### src/rtl/tlb_front.sv
module tlb_front #(
  parameter int VPN_W  = 8,
  parameter int IDX_W  = 2,
  parameter int WAYS   = 4,
  parameter int OFF_W  = 6,
  parameter int PPN_W  = 6,
  parameter int PERM_W = 3
) (
  input  logic                     clk,
  input  logic                     rst_n,
  input  logic                     flush,
  input  logic                     req_valid,
  input  logic [VPN_W+OFF_W-1:0]   req_va,
  output logic                     req_ready,
  output logic                     resp_valid,
  output logic                     resp_hit,
  output logic                     resp_fault,
  output logic [PPN_W+OFF_W-1:0]   resp_pa,
  output logic [PERM_W-1:0]        resp_perm,
  output logic                     walk_req_valid,
  output logic [VPN_W-1:0]         walk_vpn,
  input  logic                     walk_resp_valid,
  input  logic                     walk_pte_valid,
  input  logic [PPN_W-1:0]         walk_ppn,
  input  logic [PERM_W-1:0]        walk_perm
);
  localparam int SETS  = 1 << IDX_W;
  localparam int TAG_W = VPN_W - IDX_W;
  localparam int WAY_W = (WAYS > 1) ? $clog2(WAYS) : 1;

  logic                        busy_q;
  logic [VPN_W-1:0]            vpn_q;
  logic [OFF_W-1:0]            off_q;
  logic [SETS-1:0][WAYS-1:0]   valid_q;
  logic [SETS-1:0][WAY_W-1:0]  rr_q;
  logic [TAG_W-1:0]            tag_q  [SETS][WAYS];
  logic [PPN_W-1:0]            ppn_q  [SETS][WAYS];
  logic [PERM_W-1:0]           perm_q [SETS][WAYS];

  logic [VPN_W-1:0]  req_vpn;
  logic [OFF_W-1:0]  req_off;
  logic [IDX_W-1:0]  req_idx;
  logic [TAG_W-1:0]  req_tag;
  logic [IDX_W-1:0]  fill_idx;
  logic              hit, lookup, fill;
  logic [PPN_W-1:0]  hit_ppn;
  logic [PERM_W-1:0] hit_perm;

  assign req_vpn  = req_va[VPN_W+OFF_W-1:OFF_W];
  assign req_off  = req_va[OFF_W-1:0];
  assign req_idx  = req_vpn[IDX_W-1:0];
  assign req_tag  = req_vpn[VPN_W-1:IDX_W];
  assign fill_idx = vpn_q[IDX_W-1:0];

  always_comb begin
    hit      = 1'b0;
    hit_ppn  = '0;
    hit_perm = '0;
    for (int w = 0; w < WAYS; w++) begin
      if (valid_q[req_idx][w] && tag_q[req_idx][w] == req_tag) begin
        hit      = 1'b1;
        hit_ppn  = ppn_q[req_idx][w];
        hit_perm = perm_q[req_idx][w];
      end
    end
  end

  assign lookup         = req_valid && !busy_q;
  assign fill           = busy_q && walk_resp_valid && walk_pte_valid && !flush;
  assign req_ready      = !busy_q;
  assign resp_hit       = lookup && hit;
  assign resp_valid     = resp_hit || (busy_q && walk_resp_valid);
  assign resp_fault     = busy_q && walk_resp_valid && !walk_pte_valid;
  assign resp_pa        = busy_q ? {walk_ppn, off_q} : {hit_ppn, req_off};
  assign resp_perm      = busy_q ? walk_perm : hit_perm;
  assign walk_req_valid = busy_q;
  assign walk_vpn       = vpn_q;

  always_ff @(posedge clk) begin
    if (!rst_n) begin
      busy_q <= 1'b0;
      vpn_q  <= '0;
      off_q  <= '0;
    end else if (busy_q) begin
      if (walk_resp_valid) busy_q <= 1'b0;
    end else if (lookup && !hit) begin
      busy_q <= 1'b1;
      vpn_q  <= req_vpn;
      off_q  <= req_off;
    end
  end

  always_ff @(posedge clk) begin
    if (!rst_n) begin
      valid_q <= '0;
      rr_q    <= '0;
    end else if (flush) begin
      valid_q <= '0;
    end else if (fill) begin
      valid_q[fill_idx][rr_q[fill_idx]] <= 1'b1;
      rr_q[fill_idx] <= rr_q[fill_idx] + 1'b1;
    end
  end

  always_ff @(posedge clk) begin
    if (fill) begin
      tag_q[fill_idx][rr_q[fill_idx]]  <= vpn_q[VPN_W-1:IDX_W];
      ppn_q[fill_idx][rr_q[fill_idx]]  <= walk_ppn;
      perm_q[fill_idx][rr_q[fill_idx]] <= walk_perm;
    end
  end


  miss_walk_chk: assert property (@(posedge clk) disable iff (!rst_n)
    (req_valid && req_ready && !resp_hit) |=>
      (walk_req_valid && walk_vpn == $past(req_va[VPN_W+OFF_W-1:OFF_W])));


  walk_hold_chk: assert property (@(posedge clk) disable iff (!rst_n)
    (walk_req_valid && !walk_resp_valid) |=> (walk_req_valid && $stable(walk_vpn)));


  fill_install_chk: assert property (@(posedge clk) disable iff (!rst_n)
    fill |=> valid_q[$past(fill_idx)][$past(rr_q[fill_idx])]);


  fault_keep_chk: assert property (@(posedge clk) disable iff (!rst_n)
    (resp_fault && !flush) |=> $stable(valid_q));


  rr_step_chk: assert property (@(posedge clk) disable iff (!rst_n)
    fill |=> rr_q[$past(fill_idx)] == WAY_W'($past(rr_q[fill_idx]) + 1'b1));


  flush_clear_chk: assert property (@(posedge clk) disable iff (!rst_n)
    flush |=> (valid_q == '0));

endmodule

### config.mk
export PLATFORM = sky130hd
export DESIGN_NAME = tlb_front
export DESIGN_NICKNAME = d
export VERILOG_FILES = /design/src/rtl/tlb_front.sv
export SDC_FILE = /design/constraint.sdc
export NUM_CORES = 1
export LEC_CHECK = 0
export BUFFER_PORTS_ARGS = -buffer_cell sky130_fd_sc_hd__buf_2
export CORE_AREA = 8 8 167 169
export CTS_BUF_LIST = sky130_fd_sc_hd__clkbuf_16
export DETAILED_ROUTE_END_ITERATION = 7
export DIE_AREA = 0 0 175 177
export PLACE_DENSITY = 0.71
export REMOVE_ABC_BUFFERS = 1
export SYNTH_ARGS = -nofsm -noshare
export SYNTH_HDL_FRONTEND = slang
export SYNTH_SLANG_ARGS = --single-unit
### constraint.sdc
create_clock -name clk -period 4.2 [get_ports clk]
set_clock_uncertainty 0.15 [all_clocks]
set_input_delay 0.63 -clock clk [delete_from_list [all_inputs] [get_ports clk]]
set_output_delay 0.63 -clock clk [all_outputs]
set_load 0.02 [all_outputs]
==> Yosys cells after proc, flatten, opt, wreduce, memory -nomap -nowiden <==
Memories as Yosys holds them, arrays and structs flattened.
Cells that the tools add are included.
{ "classes": {"addsub": 1, "magnitude_cmp": 7, "n_eq_ne": 4, "muxes": 35, "bitwise": 5, "reduce_logical": 22} }
{ "op_table": {"columns": ["cell", "count"], "rows": [
  ["2-to-1 mux 6 bit", 5],
  ["equality test 6 bit", 4],
  ["2-to-1 mux 12 bit", 2],
  ["2-to-1 mux 24 bit", 1],
  ["2-to-1 mux 3 bit", 6],
  ["OR 16 bit", 1],
  ["logical AND 1 bit", 14],
  ["demux 6 bit (select 2 bit)", 1],
  ["< comparator 2 x 3 -> 1 bit, second input constant", 3],
  ["2-to-1 mux 1 bit", 9],
  ["binary-select mux 4 bit (select 2 bit)", 1],
  ["bitwise mux 8 bit", 1],
  ["demux 4 bit (select 2 bit)", 1],
  ["2-to-1 mux 4 bit", 2],
  ["demux 3 bit (select 2 bit)", 1],
  ["binary-select mux 2 bit (select 2 bit)", 1],
  ["demux 2 bit (select 2 bit)", 1],
  [">= comparator 2 x 1 -> 1 bit, second input constant", 2],
  ["zero test 1 bit", 4],
  ["2-to-1 mux 2 bit", 2],
  ["AND reduction 2 bit", 2],
  [">= comparator 3 bit, second input constant", 1],
  ["< comparator 3 x 1 -> 1 bit, second input constant", 1],
  ["NOT 1 bit", 3],
  ["5 further kinds", 5]
]} }
{ "word_totals": {"ff_bits": 39, "mem_bits_rw": 240, "in_bits": 29, "out_inout_bits": 28, "word_cells": 88, "memories": 3} }
{ "mem_list": {"columns": ["name", "words", "word_bits", "read_ports", "rd_ports_with_merged_regs", "write_ports", "line_no", "text"], "rows": [
  ["ppn_q", 4, 24, 1, 0, 1, "37", "logic [PPN_W-1:0] ppn_q [SETS][WAYS];"],
  ["tag_q", 4, 24, 1, 0, 1, "36", "logic [TAG_W-1:0] tag_q [SETS][WAYS];"],
  ["perm_q", 4, 12, 1, 0, 1, "38", "logic [PERM_W-1:0] perm_q [SETS][WAYS];"]
]} }

==> Logic depth before layout (Yosys ltp) <==
Gate-level depths: netlist (run 1).
{ "depth": {"ltp_word": 11, "mapped_depth": 11, "depth_no_buf": 7} }

==> Worst setup path after synthesis (run 1) <==
Ideal clock, no wire load.
{ "synth_timing": {"kind": "input-to-output", "start": "in req_va[6]", "end": "out resp_valid", "arrival_ns": 2.914, "t_required_ns": 3.420, "setup_slack_ns": 0.506, "path_stages": 9, "n_path_buf": 2, "path_cell_list": "buf_6 > mux4_2 > xor2_1 > nor4_2 > and3_1 > buf_6 > nor4_2 > nor3b_1 > a21o_1"} }
{ "synth_via": {"elab_chain_len": 9, "word_cells_on_any_way": 17, "classes_between": "4 x eq/ne; 6 x mux; 6 x reduce/logical; 1 x memory"} }
{ "synth_rtl": {"columns": ["element", "line_no", "text"], "rows": [
  ["start: declaration", "13", "input logic [VPN_W+OFF_W-1:0] req_va,"],
  ["memory (4 x 24 bit) / binary-select mux 4 bit (select 2 bit) (equally long branches)", null, null],
  ["equality test 6 bit / 2-to-1 mux 4 bit (equally long branches)", "60", "if (valid_q[req_idx][w] && tag_q[req_idx][w] == req_tag) begin"],
  ["logical AND 1 bit", "60", null],
  ["2-to-1 mux 1 bit (3 in series)", "60", null],
  ["2-to-1 mux 1 bit (*)", "60", null],
  ["logical AND 1 bit (*)", "71", "assign resp_hit = lookup && hit;"],
  ["net resp_hit", "16", "output logic resp_hit,"],
  ["logical OR 1 bit (*)", "72", "assign resp_valid = resp_hit || (busy_q && walk_resp_valid);"],
  ["end: declaration", "15", "output logic resp_valid,"]
]} }
The timed path passes the listed nets; every way through them passes the cells marked *. The select of a mux whose other input is x is not followed.

==> Final worst setup path (run 1) <==
{ "layout_timing": {"start": "in req_va[7]", "end": "out resp_pa[11]"} }
{ "layout_via": {"elab_chain_len": 8, "word_cells_on_any_way": 17, "classes_between": "4 x eq/ne; 7 x mux; 4 x reduce/logical; 2 x memory"} }
{ "layout_rtl": {"columns": ["element", "line_no", "text"], "rows": [
  ["memory (4 x 24 bit) / binary-select mux 4 bit (select 2 bit) (equally long branches)", null, null],
  ["equality test 6 bit / 2-to-1 mux 4 bit (equally long branches)", "60", null],
  ["logical AND 1 bit", "60", null],
  ["2-to-1 mux 6 bit (3 in series)", "60", null],
  ["2-to-1 mux 6 bit (*)", "60", null],
  ["2-to-1 mux 12 bit (*)", "74", "assign resp_pa = busy_q ? {walk_ppn, off_q} : {hit_ppn, req_off};"],
  ["end: declaration", "18", "output logic [PPN_W+OFF_W-1:0] resp_pa,"]
]} }
Every way passes the cells marked *; elsewhere a longest branch is shown, timed or not. The select of a mux whose other input is x is not followed.

==> results of run 1 <==
[synth_stat cells (5+ instances only)]
cell type / number
o21ai_0: 9
nor2_1: 55
and2_1: 16
inv_1: 13
nand2_1: 54
buf_2: 12
a21oi_1: 10
mux2_2: 7
clkbuf_1: 13
mux2i_1: 29
a21o_1: 10
edfxtp_1: 240
o21ai_1: 7
xor2_1: 13
nand3_1: 5
mux4_2: 57
buf_1: 8
xnor2_1: 18
dfxtp_1: 39
[where the power goes]
| part | internal, mW | switching, mW | leakage (nW) |
|---|---|---|---|
| Combinational | 0.116 | 0.161 | 1.55 |
| Sequential | 3.02 | 0.0273 | 2.50 |
| Clock | 1.21 | 0.953 | 0.424 |
| Total | 4.35 | 1.14 | 4.47 |
[final cells by class]
cell class | instances | area, sq um
well taps | 335 | 419
repair buffers | 84 | 499
clock inverters | 21 | 108
inverters | 13 | 48.8
multi-input cells | 329 | 2990
flip-flops and latches | 279 | 7990
fillers | 2123 | 12700
clock buffers | 27 | 676
[registers in the layout, summed over array words and instances, names as in the netlist]
| register | count |
|---|---|
| ppn_q | 96 |
| tag_q | 96 |
| perm_q | 48 |
| valid_q | 16 |
| rr_q | 8 |
| walk_vpn | 8 |
| off_q | 6 |
| walk_req_valid | 1 |
[routing by layer]
layer	GRT usage, %	up-vias	wire length, microns
met5	0	-	0
met4	4.24	0	511
met1	20.4	2962	10100
met2	25.5	175	11600
li1	-	2644	-
met3	2.30	39	1310
[through the flow]
step | area (sq um) | util, % | hold slack (ns)
finish | 12700 | 50.0 | 0.215
global route | 12700 | 50.0 | 0.218
CTS | 12700 | 50.0 | 0.196
detailed placement | 11900 | 46.9 | 0.301
global placement | 11900 | 46.9 | 0.290
floorplan | 11000 | - | 0.281
[worst max-delay path by stage]
stage,end,slack [ns]
after CTS,resp_pa[8],0.14
after global placement,resp_pa[7],0.20
after floorplan,resp_valid,0.52
after detailed placement,resp_pa[8],0.16
final,resp_pa[11],0.23
after global routing,resp_pa[10],0.07
[worst min-delay path, stage by stage]
cell     delay (ns)
buf_2          0.11
nand2_1        0.05
mux2i_1        0.05
[logic make-up after synthesis]
logic type      count (synthesis)
compound gates                 46
simple gates                  153
flops                         279
fa+ha+maj                       4
xor+xnor                       31
buf+inv                        51
mux                            95
[timing repair]
action                                  in CTS  in global routing
resized for setup                            0                  1
endpoints found under the setup margin       0                  1
endpoints found under the hold margin        0                  0
==> results.ini, run 1 <==
[synthesis]
synth_top_area_share_pct=64.2
yosys-top-cells-area=edfxtp_1 64%, mux4_2 11%, dfxtp_1 7.0%
synth_top_family_by_area=multiplexers
synth-warning-count=0
ys_async_sr_fraction_pct=0
synth-adder-area-share_pct=0.446
synth-main-ff-cell=edfxtp_1
yosys.area_share.xor_xnor_pct=2.42
yosys.area_share.simple_pct=6.23
syn_area_per_cell_sq_um=17.0
synth_mux_area_share_pct=14.9
synth.distinct_cells=39
synth_top_cell_by_area=edfxtp_1
ys_seq_area_share_pct=71.2
synth_compound_area_share_pct=2.64
synth_edf_count=240
syn_area_sq_um=11200
syn_inst=659
synth-seq-cells=279

[floorplanning]
die_area_sq_um=31000
fp.coreArea_sq_um=25500
fp.dieW_microns=175
start_util_pct=44.1
rows=59
io_pins=57
die_h_microns=177

[grt]
first_global_vias=5963
grt_max_degree=39
grt_antenna_before_repair=0
overflow=0
grt_usage_pct=15.2
grt_pass1_wl_microns=35800

[routing]
vias_per_cell=5.35
dr_total_vias=5820
wirelength_microns=23600
first_iter_violations=571
drtPass1Iterations=5
drc=0
antenna_left=0
wl_per_cell_microns=21.7

[flow_run]
maxCapViolCount=0

[critical_path]
crit_start=req_va[7]
reg2regPathDepth=7
r2r_setup_slack_ns=1.02
cp-start-kind=input port
cp_common_cell=buf_4
required_ns=3.42
criticalPathCategory=in -> out
cpPeakStageDelay_ns=0.47
cp_max_fo=38
worstPathArrival_ns=3.19
crit_slowest_cell=buf_4
critPathBufInv=3
end_kind=output pin
cp_top_family=buffers and inverters
worst-path-stages=10
timing.rr.start=tag_q[2][10]$_DFFE_PP_
r2r-end=walk_vpn[4]$_SDFFE_PN0P_
path_cells=buf_4 > mux4_2 > xnor2_1 > nand4_1 > a21oi_1 > nand2b_1 > buf_4 > o21ai_0 > a21o_1 > buf_2

[timing]
slew_headroom_pct=26.3
worst_pin_slew_ns=1.11
fin_ws_ns=0.227
setup_viol=0
fmax_mhz=252
finalSetupTns_ns=0
slew_viol_final=0
period_minus_slack_ns=3.97
rsz0062_at_grt=false
fin_crit_sh_pct=94.6
finalHoldViolations=0

[placement]
placed_cells=1040
io_buffers=56
gp_congestion=0.750
dp_slack_ns=0.155
hpwl_microns=14500

[cts]
cts_hold_buffers=0
cts_buffers=27
cts_setup_buffers=0
insertion_delay_ns=0.52
cts-root-buf=clkbuf_16
clk_path_buf_depth=3
clk_pin_slew_worst_paths_ns=0.06
cts_tree=built
htree_num_levels=1
clock-sinks=279

[cells_and_area]
final_common_cell=edfxtp_1
drive_above_1_share_pct=24.0
final_cell_mix=240 x edfxtp_1, 57 x mux4_2, 55 x nor2_1
final_cells=1088
area_growth_pct=13.5
nets=767
diodes=0

[pwr]
ir_drop_mv=0.281
powerDensity_nw_per_um2=432
leakage_nw=4.47
power.total_mw=5.49

[min_path]
hold_end=off_q[2]$_SDFFE_PN0P_
holdPathStages=3
hold_path.class=in -> reg
hold_path_startpoint=req_va[2]

[outcome]
status=completed

Note: power is estimated with default switching activity, not from simulation.
==> inputs of run 2 (changes only) <==
- CORE_AREA: 8 8 167 169 -> 8 8 145 147
- DIE_AREA: 0 0 175 177 -> 0 0 153 155
- PLACE_DENSITY: 0.71 -> 0.89
==> run 2 against run 1 <==
Net effect: sequential share of layout area rose by 0.53 points; critical endpoint is now resp_pa[10]; highest routed layer unchanged; global-route usage rose by 5.8 points; sequential cell count did not move; largest cell class unchanged; total power rose by 3.1%; cell area fell by 0.85%.
==> results.ini, run 2 (synthesized netlist as in run 1, its figures left out) <==
[outcome]
status=completed

[floorplanning]
start_util_pct=59.2
fp.dieW_microns=153
rows=51
io_pins=57
die_h_microns=155
fp.coreArea_sq_um=19000
die_area_sq_um=23700

[placement]
io_buffers=56
placed_cell_area_sq_um=11800
dp_slack_ns=0.0985
gp_congestion=0.793
hpwl_microns=14600

[pwr]
powerDensity_nw_per_um2=449
ir_drop_mv=0.266
clkPwrFrac_pct=41.3
internal_power_mw=4.49
power_frac_seq_pct=53.8
p_sw_share_pct=20.8
p_comb_share_pct=4.9
leakage_nw=4.42
p_sw_mw=1.18

[critical_path]
r2r_setup_slack_ns=0.93
critPathBufInv=3
crit_start=req_va[6]
r2r-end=off_q[5]$_SDFFE_PN0P_
cp_top_family=simple AND/OR/NAND/NOR gates
cpPeakStageDelay_ns=0.57
cp-start-kind=input port
reg2regPathDepth=7
required_ns=3.42
path_cells=buf_6 > mux4_2 > xnor2_1 > nand4_1 > nor3_1 > buf_4 > or2_1 > nor2_1 > a21o_1 > buf_2
cp-endpoint=resp_pa[10]
worst-path-stages=10
criticalPathCategory=in -> out
cp_max_fo=19
crit_slowest_cell=mux4_2
timing.rr.start=tag_q[2][8]$_DFFE_PP_
end_kind=output pin
worstPathArrival_ns=3.17

[grt]
grt_max_degree=39
grt_pass1_wl_microns=37600
first_global_vias=6616
grt_usage_pct=21.0
grt_antenna_before_repair=0
overflow=0

[cells_and_area]
regArea_sq_um=7990
drive_above_1_share_pct=24.5
nFillCells=1185
multiInputGateArea_sq_um=3000
diodes=0
area_growth_pct=12.5
final_common_cell=edfxtp_1
final_cell_mix=240 x edfxtp_1, 57 x mux4_2, 55 x nor2_1
nets=756
postLayoutCellArea_sq_um=12600

[timing]
setup_viol=0
rsz0062_at_grt=false
holdWs_ns=0.211
worst_pin_slew_ns=1.14
fin_ws_ns=0.245
fmax_mhz=253
slew_viol_final=0
fin_crit_sh_pct=94.2
period_minus_slack_ns=3.95
finalHoldViolations=0
finalSetupTns_ns=0
slew_headroom_pct=24.0

[cts]
clk_pin_slew_worst_paths_ns=0.06
cts-root-buf=clkbuf_16
clk_path_buf_depth=3
cts_tree=built
htree_num_levels=1
clock-sinks=279
cts_buffers=26
cts_setup_buffers=0
insertion_delay_ns=0.52

[flow_run]
maxCapViolCount=0

[routing]
drc=0
dr_total_vias=6133
wl_per_cell_microns=25.3
vias_per_cell=6.25
drtPass1Iterations=5
first_iter_violations=661
wirelength_microns=24800
antenna_left=0

[min_path]
hold_path.class=in -> reg

-- run 2: cell count changes in the layout (fill, tap and decap cells not counted), sizes merged --
cell and change:
clkinvlp +3, clkinv +4, inv -9, buf -10
bufinv +2
-- run 2: worst min path at each step --
stage                               start                     to  slack (ns)  cells past startpoint
finish                          req_va[3]  off_q[3]$_SDFFE_PN0P_        0.21                      3
global route                    req_va[2]  off_q[2]$_SDFFE_PN0P_        0.20                      3
CTS                             req_va[3]  off_q[3]$_SDFFE_PN0P_        0.20                      3
detailed placement  off_q[1]$_SDFFE_PN0P_  off_q[1]$_SDFFE_PN0P_        0.30                      2
global placement    off_q[1]$_SDFFE_PN0P_  off_q[1]$_SDFFE_PN0P_        0.29                      2
floorplan           off_q[0]$_SDFFE_PN0P_  off_q[0]$_SDFFE_PN0P_        0.28                      2
-- run 2: power by group through the flow --
stage | clock network [mW] | registers [mW] | logic, mW
4_1_cts | 2.36 | 3.05 | 0.280
3_3_place_gp | 0 | 3.10 | 0.267
2_1_floorplan | 0 | 3.11 | 0.139
5_1_grt | 2.47 | 3.05 | 0.299
6_report | 2.34 | 3.05 | 0.278
3_5_place_dp | 0 | 3.11 | 0.276
-- run 2: routing by layer --
metal  wire length [microns]  global-route usage [%]
met5                       0                       0
met4                     873                    8.58
met3                    1870                    3.02
met2                   12700                    37.0
met1                    9430                    25.9
-- run 2: timing repair --
item / CTS / global route
endpoints found under the hold margin: 0 / 0
gates resized for setup: 1 / 1
endpoints found under the setup margin: 1 / 2
hold buffers: 0 / 0
-- run 2: worst min-delay path: stages --
cell and delay (ns):
buf_2 0.10, nand2_1 0.05, mux2i_1 0.06
-- run 2: final cells by class --
cell class | instances | share of cell area, %
flip-flops and latches | 279 | 63.3
multi-input cells | 329 | 23.7
clock buffers | 27 | 5.35
repair buffers | 74 | 3.46
well taps | 238 | 2.36
clock inverters | 21 | 1.44
inverters | 13 | 0.387
-- run 2: through the flow --
stage | utilization [%] | cells | total power, mW
after floorplan | - | 621 | 3.25
after global placement | 62.1 | 933 | 3.37
after detailed placement | 62.1 | 933 | 3.38
after CTS | 66.6 | 981 | 5.69
after global routing | 66.6 | 981 | 5.81
final | 66.6 | 981 | 5.66
==> inputs of run 3 (changes only) <==
- CORE_AREA: 8 8 145 147 -> 8 8 152 154
- DIE_AREA: 0 0 153 155 -> 0 0 160 162
- PLACE_DENSITY: 0.89 -> 0.85
- clock period: 4.2 -> 3.59 ns (I/O delays scaled with it)
==> run 3 against run 2 <==
Net effect: via count increased by 1.2%; utilization decreased by 4.3 points; worst hold slack got worse by 0.083 ns; first-iteration DRC count is 7.1% lower; routed wire length grew 4.7%; sequential cell count unchanged; highest routed layer unchanged.
==> results.ini, run 3 (synthesized netlist as in run 1, its figures left out) <==
[outcome]
status=completed

[critical_path]
reg2regPathDepth=8
cp-start-kind=flop
end_kind=output pin
r2r_setup_slack_ns=0.78
crit_slowest_cell=mux4_2
cpPeakStageDelay_ns=0.51
worstPathArrival_ns=2.84
criticalPathCategory=reg -> out
cp_max_fo=9
required_ns=2.90
cp_common_cell=nor2_1
path_cells=mux4_2 > xor2_1 > nor4_2 > nand3_1 > buf_6 > nor2_1 > nor2_1 > a21o_1 > buf_4

[routing]
drc=0
wl_per_cell_microns=25.1
first_iter_violations=614
dr_total_vias=6206
antenna_left=0
wirelength_microns=26000
drtPass1Iterations=5
vias_per_cell=6.00

[cts]
clk_pin_slew_worst_paths_ns=0.06
insertion_delay_ns=0.52
clock-sinks=279
cts_buffers=27
cts-root-buf=clkbuf_16
clk_path_buf_depth=3
cts_hold_buffers=0
cts_setup_buffers=0
cts_tree=built
htree_num_levels=1

[floorplanning]
rows=53
fp.dieW_microns=160
start_util_pct=54.2
die_area_sq_um=25900
die_h_microns=162
fp.coreArea_sq_um=20700
io_pins=57

[pwr]
powerDensity_nw_per_um2=510
leakage_nw=4.54
ir_drop_mv=0.308

[timing]
holdWs_ns=0.128
slew_headroom_pct=38.2
finalHoldViolations=0
slew_viol_final=0
fmax_mhz=283
period_minus_slack_ns=3.53
worst_pin_slew_ns=0.927
rsz0062_at_grt=true
setup_viol=0
fin_crit_sh_pct=98.4

[grt]
first_global_vias=6621
grt_antenna_before_repair=0
grt_max_degree=38
overflow=0
grt_pass1_wl_microns=39300
grt_usage_pct=20.0

[cells_and_area]
postLayoutCellArea_sq_um=12900
diodes=0
final_common_cell=edfxtp_1
final_cells=1035
final_cell_mix=240 x edfxtp_1, 57 x mux4_2, 54 x nor2_1, 54 x nand2_1, 48 x buf_2
area_growth_pct=14.9
nets=773
drive_above_1_share_pct=26.8

[placement]
placed_cell_area_sq_um=12000
placed_cells=986
gp_congestion=0.809
io_buffers=56
hpwl_microns=16300

[flow_run]
maxCapViolCount=0

[min_path]
hold_path.class=in -> reg
holdPathStages=3

==> run 3: changes by cell type in the layout (fill, tap and decap cells not counted), sizes merged <==
cell,delta
clkinv,-2
clkinvlp,-1
bufinv,-1
buf,+16
inv,+5
==> run 3: critical path: cells and delay by family (launching register included) <==
family	cells	cell delay [ns]
AND/OR/NAND/NOR	4	0.73
multiplexers	1	0.51
flip-flops	1	0.37
buffers and inverters	2	0.35
AO/OA/AOI/OAI	1	0.18
XOR/XNOR	1	0.17
==> run 3: worst paths after layout <==
check / start / to
max: tag_q[3][6]$_DFFE_PP_ / resp_pa[10]
max reg2reg: tag_q[3][8]$_DFFE_PP_ / walk_vpn[1]$_SDFFE_PN0P_
min reg2reg: off_q[2]$_SDFFE_PN0P_ / off_q[2]$_SDFFE_PN0P_
min: req_va[2] / off_q[2]$_SDFFE_PN0P_
==> run 3: area by class of cell <==
class	instances	area, sq um
flip-flops and latches	279	7990
multi-input cells	329	3040
clock inverters	22	153
fillers	1401	7800
well taps	275	344
repair buffers	90	647
clock buffers	27	676
inverters	13	48.8
==> run 3: what timing repair did <==
action	4_1_cts	5_1_grt
setup endpoints to repair	8	11
pin swaps	0	7
gates cloned	0	0
gates resized for setup	2	31
==> run 3: layer usage <==
metal / vias up / share of wire [%] / GRT usage, %
met5: - / 0 / 0
met4: 0 / 3.2 / 7.90
met3: 62 / 6.7 / 3.16
met2: 297 / 53 / 36.0
met1: 3179 / 37 / 23.7
li1: 2668 / - / -
==> run 3: power breakdown <==
group	switching, mW	internal [mW]	total, mW
logic	0.204	0.147	0.351
clock network	1.15	1.51	2.66
registers	0.0316	3.53	3.57
total	1.38	5.19	6.57
==> run 3: metrics by stage <==
step	setup slack, ns	util, %	setup TNS [ns]	power, mW
after CTS	0.0124	61.9	0	6.59
after global routing	-0.105	62.3	-0.174	6.74
after detailed placement	-0.00224	57.8	-0.00224	3.98
after global placement	0.0146	57.8	0	3.96
after floorplan	0.0948	-	0	3.80
final	0.0566	62.3	0	6.57
